`src/rtl/raster_pkg.sv`:
```
`timescale 1ns/1ps
package raster_pkg;

    typedef struct packed {
        logic [4:0] r;
        logic [5:0] g;
        logic [4:0] b;
    } rgb565_t;

    typedef struct packed {
        logic [7:0] r;
        logic [7:0] g;
        logic [7:0] b;
    } rgb888_t;

    // Align each narrow field to the top of its channel, zero the rest.
    function automatic rgb888_t widen565(rgb565_t p);
        rgb888_t o;
        o.r = {p.r, 3'b000};
        o.g = {p.g, 2'b00};
        o.b = {p.b, 3'b000};
        return o;
    endfunction

endpackage

```
`src/rtl/axis_phase.sv`:
```
`timescale 1ns/1ps
// Segment decode for one raster axis: sync, back porch, visible, front porch.
module axis_phase #(
    parameter int FW = 11,
    localparam int CW = FW + 2
) (
    input  logic [CW-1:0] cnt,
    input  logic [FW-1:0] sync_w,
    input  logic [FW-1:0] back_w,
    input  logic [FW-1:0] act_w,
    input  logic [FW-1:0] front_w,
    output logic          in_sync,
    output logic          in_act,
    output logic          act_next,
    output logic          last,
    output logic [FW-1:0] coord
);
    logic [CW-1:0] act_lo;
    logic [CW-1:0] act_hi;
    logic [CW-1:0] total;
    logic [CW-1:0] nxt;

    always_comb begin
        act_lo   = CW'(sync_w) + CW'(back_w);
        act_hi   = act_lo + CW'(act_w);
        total    = act_hi + CW'(front_w);
        nxt      = cnt + 1'b1;
        in_sync  = cnt < CW'(sync_w);
        in_act   = (cnt >= act_lo) && (cnt < act_hi);
        act_next = (nxt >= act_lo) && (nxt < act_hi);
        last     = cnt >= (total - 1'b1);
        coord    = in_act ? FW'(cnt - act_lo) : '0;
    end
endmodule

```
`src/rtl/px_expand.sv`:
```
`timescale 1ns/1ps
// 5-6-5 to 8-8-8 widening, blanked outside the visible window.
module px_expand (
    input  logic [15:0] pix,
    input  logic        en,
    output logic [7:0]  r,
    output logic [7:0]  g,
    output logic [7:0]  b
);
    import raster_pkg::*;

    rgb888_t wide;

    always_comb begin
        wide = widen565(rgb565_t'(pix));
        if (!en) begin
            wide = '0;
        end
        r = wide.r;
        g = wide.g;
        b = wide.b;
    end
endmodule

```
`src/rtl/rgb_raster_gen.sv`:
```
`timescale 1ns/1ps
module rgb_raster_gen #(
    parameter int FW_H = 11,
    parameter int FW_V = 10
) (
    input  logic            clk,
    input  logic            rst_n,
    input  logic [FW_H-1:0] h_sync_w,
    input  logic [FW_H-1:0] h_back_w,
    input  logic [FW_H-1:0] h_act_w,
    input  logic [FW_H-1:0] h_front_w,
    input  logic [FW_V-1:0] v_sync_w,
    input  logic [FW_V-1:0] v_back_w,
    input  logic [FW_V-1:0] v_act_w,
    input  logic [FW_V-1:0] v_front_w,
    input  logic            h_pol,
    input  logic            v_pol,
    input  logic            sync_off,
    input  logic [15:0]     pix_in,
    output logic            pix_req,
    output logic            de,
    output logic            hsync,
    output logic            vsync,
    output logic            frame_start,
    output logic [FW_H-1:0] pos_x,
    output logic [FW_V-1:0] pos_y,
    output logic [7:0]      red,
    output logic [7:0]      grn,
    output logic [7:0]      blu
);
    localparam int HCW = FW_H + 2;
    localparam int VCW = FW_V + 2;

    typedef struct packed {
        logic [HCW-1:0] hc;
        logic [VCW-1:0] vc;
    } scan_t;

    scan_t st_d, st_q;

    logic h_sync_on, h_act, h_act_nx, h_last;
    logic v_sync_on, v_act, v_act_nx, v_last;
    logic [FW_H-1:0] h_coord;
    logic [FW_V-1:0] v_coord;

    axis_phase #(.FW(FW_H)) u_hax (
        .cnt     (st_q.hc),
        .sync_w  (h_sync_w),
        .back_w  (h_back_w),
        .act_w   (h_act_w),
        .front_w (h_front_w),
        .in_sync (h_sync_on),
        .in_act  (h_act),
        .act_next(h_act_nx),
        .last    (h_last),
        .coord   (h_coord)
    );

    axis_phase #(.FW(FW_V)) u_vax (
        .cnt     (st_q.vc),
        .sync_w  (v_sync_w),
        .back_w  (v_back_w),
        .act_w   (v_act_w),
        .front_w (v_front_w),
        .in_sync (v_sync_on),
        .in_act  (v_act),
        .act_next(v_act_nx),
        .last    (v_last),
        .coord   (v_coord)
    );

    // Next-state: step along the line, wrap to the next line, wrap the frame.
    always_comb begin
        st_d = st_q;
        if (h_last) begin
            st_d.hc = '0;
            st_d.vc = v_last ? '0 : st_q.vc + 1'b1;
        end else begin
            st_d.hc = st_q.hc + 1'b1;
        end
    end

    always_ff @(posedge clk or negedge rst_n) begin
        if (!rst_n) begin
            st_q <= '0;
        end else begin
            st_q <= st_d;
        end
    end

    // Output decode from the registered counters.
    always_comb begin
        de          = h_act && v_act;
        pix_req     = h_act_nx && v_act;
        hsync       = (h_sync_on && !sync_off) ? h_pol : ~h_pol;
        vsync       = (v_sync_on && !sync_off) ? v_pol : ~v_pol;
        frame_start = (st_q.hc == '0) && (st_q.vc == '0);
        pos_x       = de ? h_coord : '0;
        pos_y       = de ? v_coord : '0;
    end

    px_expand u_px (
        .pix(pix_in),
        .en (de),
        .r  (red),
        .g  (grn),
        .b  (blu)
    );

    logic unused_v_nx;
    assign unused_v_nx = v_act_nx;

endmodule

```
`config.mk`:
```
export PLATFORM = sky130hd
export DESIGN_NAME = rgb_raster_gen
export DESIGN_NICKNAME = d
export VERILOG_FILES = /design/src/rtl/raster_pkg.sv /design/src/rtl/axis_phase.sv /design/src/rtl/px_expand.sv /design/src/rtl/rgb_raster_gen.sv
export SDC_FILE = /design/constraint.sdc
export NUM_CORES = 1
export LEC_CHECK = 0
export BUFFER_PORTS_ARGS = -buffer_cell sky130_fd_sc_hd__clkbuf_2
export CELL_PAD_IN_SITES_DETAIL_PLACEMENT = 1
export CELL_PAD_IN_SITES_GLOBAL_PLACEMENT = 1
export CORE_MARGIN = 2
export CORE_UTILIZATION = 38
export CTS_BUF_LIST = sky130_fd_sc_hd__clkbuf_8 sky130_fd_sc_hd__clkbuf_16
export CTS_CLUSTER_DIAMETER = 50
export CTS_CLUSTER_SIZE = 28
export DETAILED_ROUTE_END_ITERATION = 6
export PLACE_DENSITY_LB_ADDON = 0.1
export SETUP_SLACK_MARGIN = 0.1
export SLEW_MARGIN = 30
export SYNTH_ARGS = -nofsm -noshare
export SYNTH_HDL_FRONTEND = slang
export SYNTH_SLANG_ARGS = --single-unit
```
`constraint.sdc`:
```
create_clock -name clk -period 5.7 [get_ports clk]
set_clock_uncertainty 0.15 [all_clocks]
set_input_delay 0.855 -clock clk [delete_from_list [all_inputs] [get_ports clk]]
set_output_delay 0.855 -clock clk [all_outputs]
set_load 0.05 [all_outputs]
```
* Word-level counts from Yosys, hierarchy flattened
Cells that the tools add are included.
** Storage, ports and cells
- Register bits :: 25
- Bits of input ports :: 105
- Output and inout port bits :: 50
- Logic and storage cells :: 46
** Operators by class
- $add $sub $neg :: 12
- Order comparisons :: 10
- Mux-type cells :: 9
- Bitwise operators :: 2
- Reduce and logical (&&, ||, !) cells :: 11
** Operators with widths (count)
- >= comparator 13 x 12 -> 1 bit :: 2
- less-than comparator 13 bit :: 2
- two-way mux 24 bit :: 1
- two-way mux 11 bit :: 2
- two-way mux 10 bit :: 2
- adder 12 x 11 -> 13 bit :: 1
- adder 13 x 1 -> 13 bit, second input constant :: 1
- adder 13 x 11 -> 13 bit :: 1
- >= comparator 13 bit :: 1
- logical NOT 13 bit :: 1
- less-than comparator 13 x 11 -> 1 bit :: 1
- two-way mux 13 bit :: 1
- subtractor 13 x 1 -> 13 bit, second input constant :: 1
- adder 11 x 10 -> 12 bit :: 1
- adder 11 x 11 -> 12 bit :: 1
- adder 12 x 1 -> 12 bit, second input constant :: 1
- adder 12 x 10 -> 12 bit :: 1
- >= comparator 12 x 11 -> 1 bit :: 1
- >= comparator 12 bit :: 1
- logical NOT 12 bit :: 1
- less-than comparator 12 x 10 -> 1 bit :: 1
- less-than comparator 12 bit :: 1
- two-way mux 12 bit :: 1
- subtractor 12 x 1 -> 12 bit, second input constant :: 1
- 7 further kinds :: 16

* Logic depth before layout (Yosys ltp)
- Depth in word-level cells :: 6
- Mapped depth :: 29
- Depth with buffers taken out :: 28

* Cells and area by module
A second synthesis with hierarchy kept.
** Second synthesis, totals
- Cells, all modules :: 1094
- Area, all modules :: 8664.6 sq um
** By module, submodules not included
- axis_phase (u_hax) :: instances 1, cells each 469, area an instance 3553.4 sq um, sequential area each 0.0 sq um
- axis_phase (u_vax) :: instances 1, cells each 425, area an instance 3383.2 sq um, sequential area each 0.0 sq um
- rgb_raster_gen :: instances 1, cells each 174, area an instance 1537.7 sq um, sequential area each 625.6 sq um
- px_expand :: instances 1, cells each 26, area an instance 190.2 sq um, sequential area each 0.0 sq um

* Least setup slack after synthesis
Ideal clock, no wire load.
- Path type :: input-to-output
- Start :: in v_sync_w[0]
- End :: out pos_x[2]
- Arrival :: 6.231 ns
- Required time :: 4.695 ns
- Path slack :: -1.536 ns
- Stages :: 22
- Path buffers :: 1
- Cells stage by stage :: ha_1 > fa_1 > a21oi_1 > nor2_1 > nor2_1 > o21ai_0 > or2_2 > xor2_1 > ha_1 > or2_2 > a21oi_1 > a21oi_1 > a21o_1 > a21oi_1 > xor2_1 > ha_1 > a221o_1 > a31oi_1 > o21a_1 > nand3_1 > buf_2 > nor4_1
** Between the ends
- Longest elaborated chain between the ends :: 6
- Elaborated cells between the ends (all ways) :: 7
- Classes of those cells :: add/sub (2); order compare (2); mux (1); reduce/logical (2)
** RTL lines
- start: declaration :: RTL line rgb_raster_gen.sv:12 : input logic [FW_V-1:0] v_sync_w,
- adder 10 x 10 -> 11 bit (*) :: RTL line axis_phase.sv:24 : act_lo = CW'(sync_w) + CW'(back_w);
- adder 11 x 10 -> 12 bit :: RTL line axis_phase.sv:25 : act_hi = act_lo + CW'(act_w);
- less-than comparator 12 bit :: RTL line axis_phase.sv:29 : in_act = (cnt >= act_lo) && (cnt < act_hi);
- logical AND 1 bit (*) :: RTL line axis_phase.sv:29
- logical AND 1 bit (*) :: RTL line rgb_raster_gen.sv:93 : de = h_act && v_act;
- two-way mux 11 bit (*) :: RTL line rgb_raster_gen.sv:98 : pos_x = de ? h_coord : '0;
- end: declaration :: RTL line rgb_raster_gen.sv:25 : output logic [FW_H-1:0] pos_x,
Mark *: on every way between the ends. The rest lies on a longest branch, timed or not.

* Worst setup path after layout
- Start :: in v_sync_w[1]
- End :: out pos_x[4]
The elaborated chain is that of the path after synthesis.

==> impl_metrics.tcl <==
set metrics [dict create \
    status "finished, violations left" \
    failed_checks "setup timing" \
    reg2regPathDepth 10 \
    final_layout_size_suffix_gt1_frac 0.423 \
    synth.top_cells.by_count "195 x sky130_fd_sc_hd__ha_1, 121 x sky130_fd_sc_hd__inv_1, 60 x sky130_fd_sc_hd__a21oi_1, 53 x sky130_fd_sc_hd__o21ai_0, 50 x sky130_fd_sc_hd__xnor2_1" \
    antenna_violating_nets_post_route 0 \
    synth_area_leaders "sky130_fd_sc_hd__ha_1 32%, sky130_fd_sc_hd__dfrtp_1 8.1%, sky130_fd_sc_hd__inv_1 5.9%" \
    number_of_antenna_violations_at_the_first_check_in_global_routing 0 \
    maxSlewViolCount 0 \
    combinational_family_with_the_most_area_after_synthesis "adder cells" \
    synth_xor_area_frac 0.104 \
    num_vias 9049 \
    multiplexer_area_fraction_after_synthesis 0.00261 \
    synth-seq-cells 25 \
    drt-wirelength-per-cell_um 23.0 \
    route.detailed.drc 0 \
    max_flop_register "st_q" \
    place.detailed.hpwl_mm 23.3 \
    power.density_mw_per_mm2 423 \
    insertion_delay_ns 0.26 \
    synth.most_common_cell "sky130_fd_sc_hd__ha_1" \
    critical_path_peak_fanout 5 \
    dieWidth_um 146 \
    gpl.final_weighted_congestion 0.878 \
    reg2reg_setup_slack_ns 2.71 \
    timing_worst_setup_path_type "in -> out" \
    dieArea_mm2 0.0214 \
    cts-buffers-inserted 3 \
    ctsHtreeMaxLevel 1 \
    ys_warn_count 0 \
    dpl_worst_slack_ns -0.967 \
    sequential_area_share_after_synthesis 0.0815 \
    p_leak_uw 0.00631 \
    fmax_ghz 0.152 \
    hold_viol_final 0 \
    netlist_area_before_placement_mm2 0.00768 \
    drt_first_iter_violations 443 \
    worst_path_clk_slew_ns 0.06 \
    clock_net_sink_count 25 \
    gr-usage-all-layers 0.279 \
    hold_buffers 0 \
    end_kind "primary output" \
    synth_compound_area_frac 0.204 \
    core_area_mm2 0.0197 \
    final.min_clock_period_ns 6.60 \
    worst_slew_pin_slew_ns 0.959 \
    routed_via_density 5.66 \
    post-route-worst-setup-slack_ns -0.900 \
    tritoncts_clock_tree "yes" \
    critical_path.reg2reg.endpoint "st_q[11]$_DFFE_PN0P_" \
    setup-violations-final 64 \
    layout_top_registers "st_q (25)" \
    regToRegStartpoint "st_q[12]$_DFF_PN0_" \
    maxSlewHeadroom 0.354 \
    floorplan.io_pins 155 \
    worst_setup_path_startpoint "v_sync_w[1]" \
    number_of_enable_flip_flop_cells_after_synthesis 0 \
    num_antenna_cells 0 \
    grt_setup_unrepaired "true" \
    cp-endpoint "pos_x[4]" \
    dpl.cell_count 1543 \
    synth_simple_gate_area_share 0.187 \
    crit_arrival_ns 5.60 \
    synth.largest_area_cell "sky130_fd_sc_hd__ha_1" \
    layoutNonFillerInstCount 1600 \
    vdd_ir_drop_max_mv 0.247 \
    drv_cap 0 \
    grt-ovfl-total 0 \
    initial_standard_cell_utilization_of_the_core 0.391 \
    post_synth.cell_area_avg_um2 8.01 \
    timing.hold.worst.class "in -> async" \
    ctsRootBufferMaster "sky130_fd_sc_hd__clkbuf_16" \
    grt_pass1_vias 9204 \
    critical_path_required_ns 4.70 \
    final_net_count 1644 \
    synth_top_cell_area_share 0.318 \
    finalPower_uw 5330 \
    routed_wl_mm 36.7 \
    clock_tree.buffer_depth 2 \
    timing.critical_path.from_type "input pin" \
    postSynth.asyncResetShare 1.00 \
    grt_first_pass_wirelength_mm 48.3 \
    final_min_period_over_clock_period 1.16 \
    largest_register_ff_count 25 \
    drt_pass1_iterations 4 \
    synth_instances 959 \
    die_h_um 146 \
    grt_max_degree 26 \
    flow.area_growth_from_synthesis_pct 64.1 \
    place.port_buffers 146 \
    rows 51 \
    synthFlopType "sky130_fd_sc_hd__dfrtp_1" \
    yosys.area_share.adder 0.343 \
    post_synth_num_cell_types 71 \
]
how the worst min path moves through the flow:
stage | start | endpoint | slack [ns] | cells past startpoint
CTS | st_q[12]$_DFF_PN0_ | st_q[12]$_DFF_PN0_ | 0.47 | 1
global placement | st_q[12]$_DFF_PN0_ | st_q[12]$_DFF_PN0_ | 0.43 | 1
global route | st_q[12]$_DFF_PN0_ | st_q[12]$_DFF_PN0_ | 0.51 | 1
finish | rst_n | st_q[1]$_DFFE_PN0P_ | 0.47 | 1
detailed placement | st_q[12]$_DFF_PN0_ | st_q[12]$_DFF_PN0_ | 0.47 | 1
floorplan | st_q[12]$_DFF_PN0_ | st_q[12]$_DFF_PN0_ | 0.35 | 1
layout by cell type, fill, tap and decap left out, drive strengths merged, types with 3 or more instances in the layout:
cell,Yosys,layout
nor3,33,33
o221ai,3,3
xnor2,51,51
ha,195,195
xor2,36,36
a31oi,6,6
o21bai,5,5
nor4,10,10
nor3b,18,18
a211oi,9,9
a21oi,61,61
o21ai,53,53
fa,8,8
a2111oi,4,4
clkbuf,6,109
a221o,3,3
or3,6,6
and2,4,5
and3,14,14
o41ai,3,3
o2111ai,3,3
dfrtp,25,25
o21a,18,18
buf,16,280
o211ai,8,8
nor2,48,48
inv,121,122
maj3,3,3
nor2b,26,26
or4,4,4
a22o,10,10
conb,1,8
nand2b,15,15
nand2,41,41
nand4,7,7
nand3,22,22
or2,8,8
a21o,30,30
per-layer routing:
metal,vias up,share of wire,wire (um),global-route usage
met2,311,0.51,18700,0.504
met3,96,0.048,1780,0.0344
li1,4164,-,-,-
met4,0,0.035,1280,0.0524
met1,4478,0.41,14900,0.360
met5,-,0,0,0
repair_timing:
action,in CTS,in global routing
setup buffers,21,26
endpoints found under the hold margin,0,0
setup endpoints to repair,64,64
cloned,6,3
gates resized for setup,122,100
pin swaps,33,53
through the flow:
stage	hold WS [ns]	setup TNS, ns	area [um2]	util
detailed placement	0.465	-54.89	11000	0.558
floorplan	0.345	-15.11	8340	-
global placement	0.429	-44.96	11000	0.558
global route	0.514	-54.72	12600	0.641
finish	0.470	-47.54	12600	0.641
CTS	0.475	-32.63	11900	0.604
power by group:
| part | internal [uW] | total, uW | switching, uW |
|---|---|---|---|
| sequential | 223 | 386 | 163 |
| clock | 94.0 | 158 | 64.2 |
| combinational | 2290 | 4790 | 2500 |
| total | 2600 | 5330 | 2730 |
cell families (layout without fill, tap and decap cells):
group	Yosys count	after routing
compound gates	234	234
mux	2	2
buf+inv	143	511
fa+ha+maj	206	206
simple gates	260	261
xor+xnor	88	88
other cells	1	8
flops	25	25
worst max-delay path, cell delays in order:
cell                       delay [ns]
sky130_fd_sc_hd__clkbuf_2        0.13
sky130_fd_sc_hd__ha_1            0.34
sky130_fd_sc_hd__a21o_1          0.20
sky130_fd_sc_hd__a21oi_2         0.21
sky130_fd_sc_hd__o21bai_1        0.11
sky130_fd_sc_hd__a21oi_2         0.17
sky130_fd_sc_hd__o21ai_1         0.13
sky130_fd_sc_hd__a21o_1          0.23
sky130_fd_sc_hd__a21o_1          0.23
sky130_fd_sc_hd__xor2_1          0.18
sky130_fd_sc_hd__ha_1            0.40
sky130_fd_sc_hd__nand3_1         0.18
sky130_fd_sc_hd__o21ai_2         0.18
sky130_fd_sc_hd__nand2_1         0.13
sky130_fd_sc_hd__ha_4            0.30
sky130_fd_sc_hd__a221o_1         0.35
sky130_fd_sc_hd__a31oi_2         0.17
sky130_fd_sc_hd__o21a_4          0.17
sky130_fd_sc_hd__nand3_4         0.09
sky130_fd_sc_hd__buf_12          0.17
sky130_fd_sc_hd__buf_12          0.15
sky130_fd_sc_hd__buf_12          0.13
sky130_fd_sc_hd__nor3_4          0.19
sky130_fd_sc_hd__buf_12          0.17
cell type report:
cell class,count,area (um2)
Fill cell,2287,7050
Timing Repair Buffer,386,3360
Inverter,121,454
Clock inverter,1,3.75
Tap cell,265,332
Clock buffer,3,75.1
Sequential cell,25,626
Multi-Input combinational cell,799,7750
Note: power is estimated with default switching activity, not from simulation.
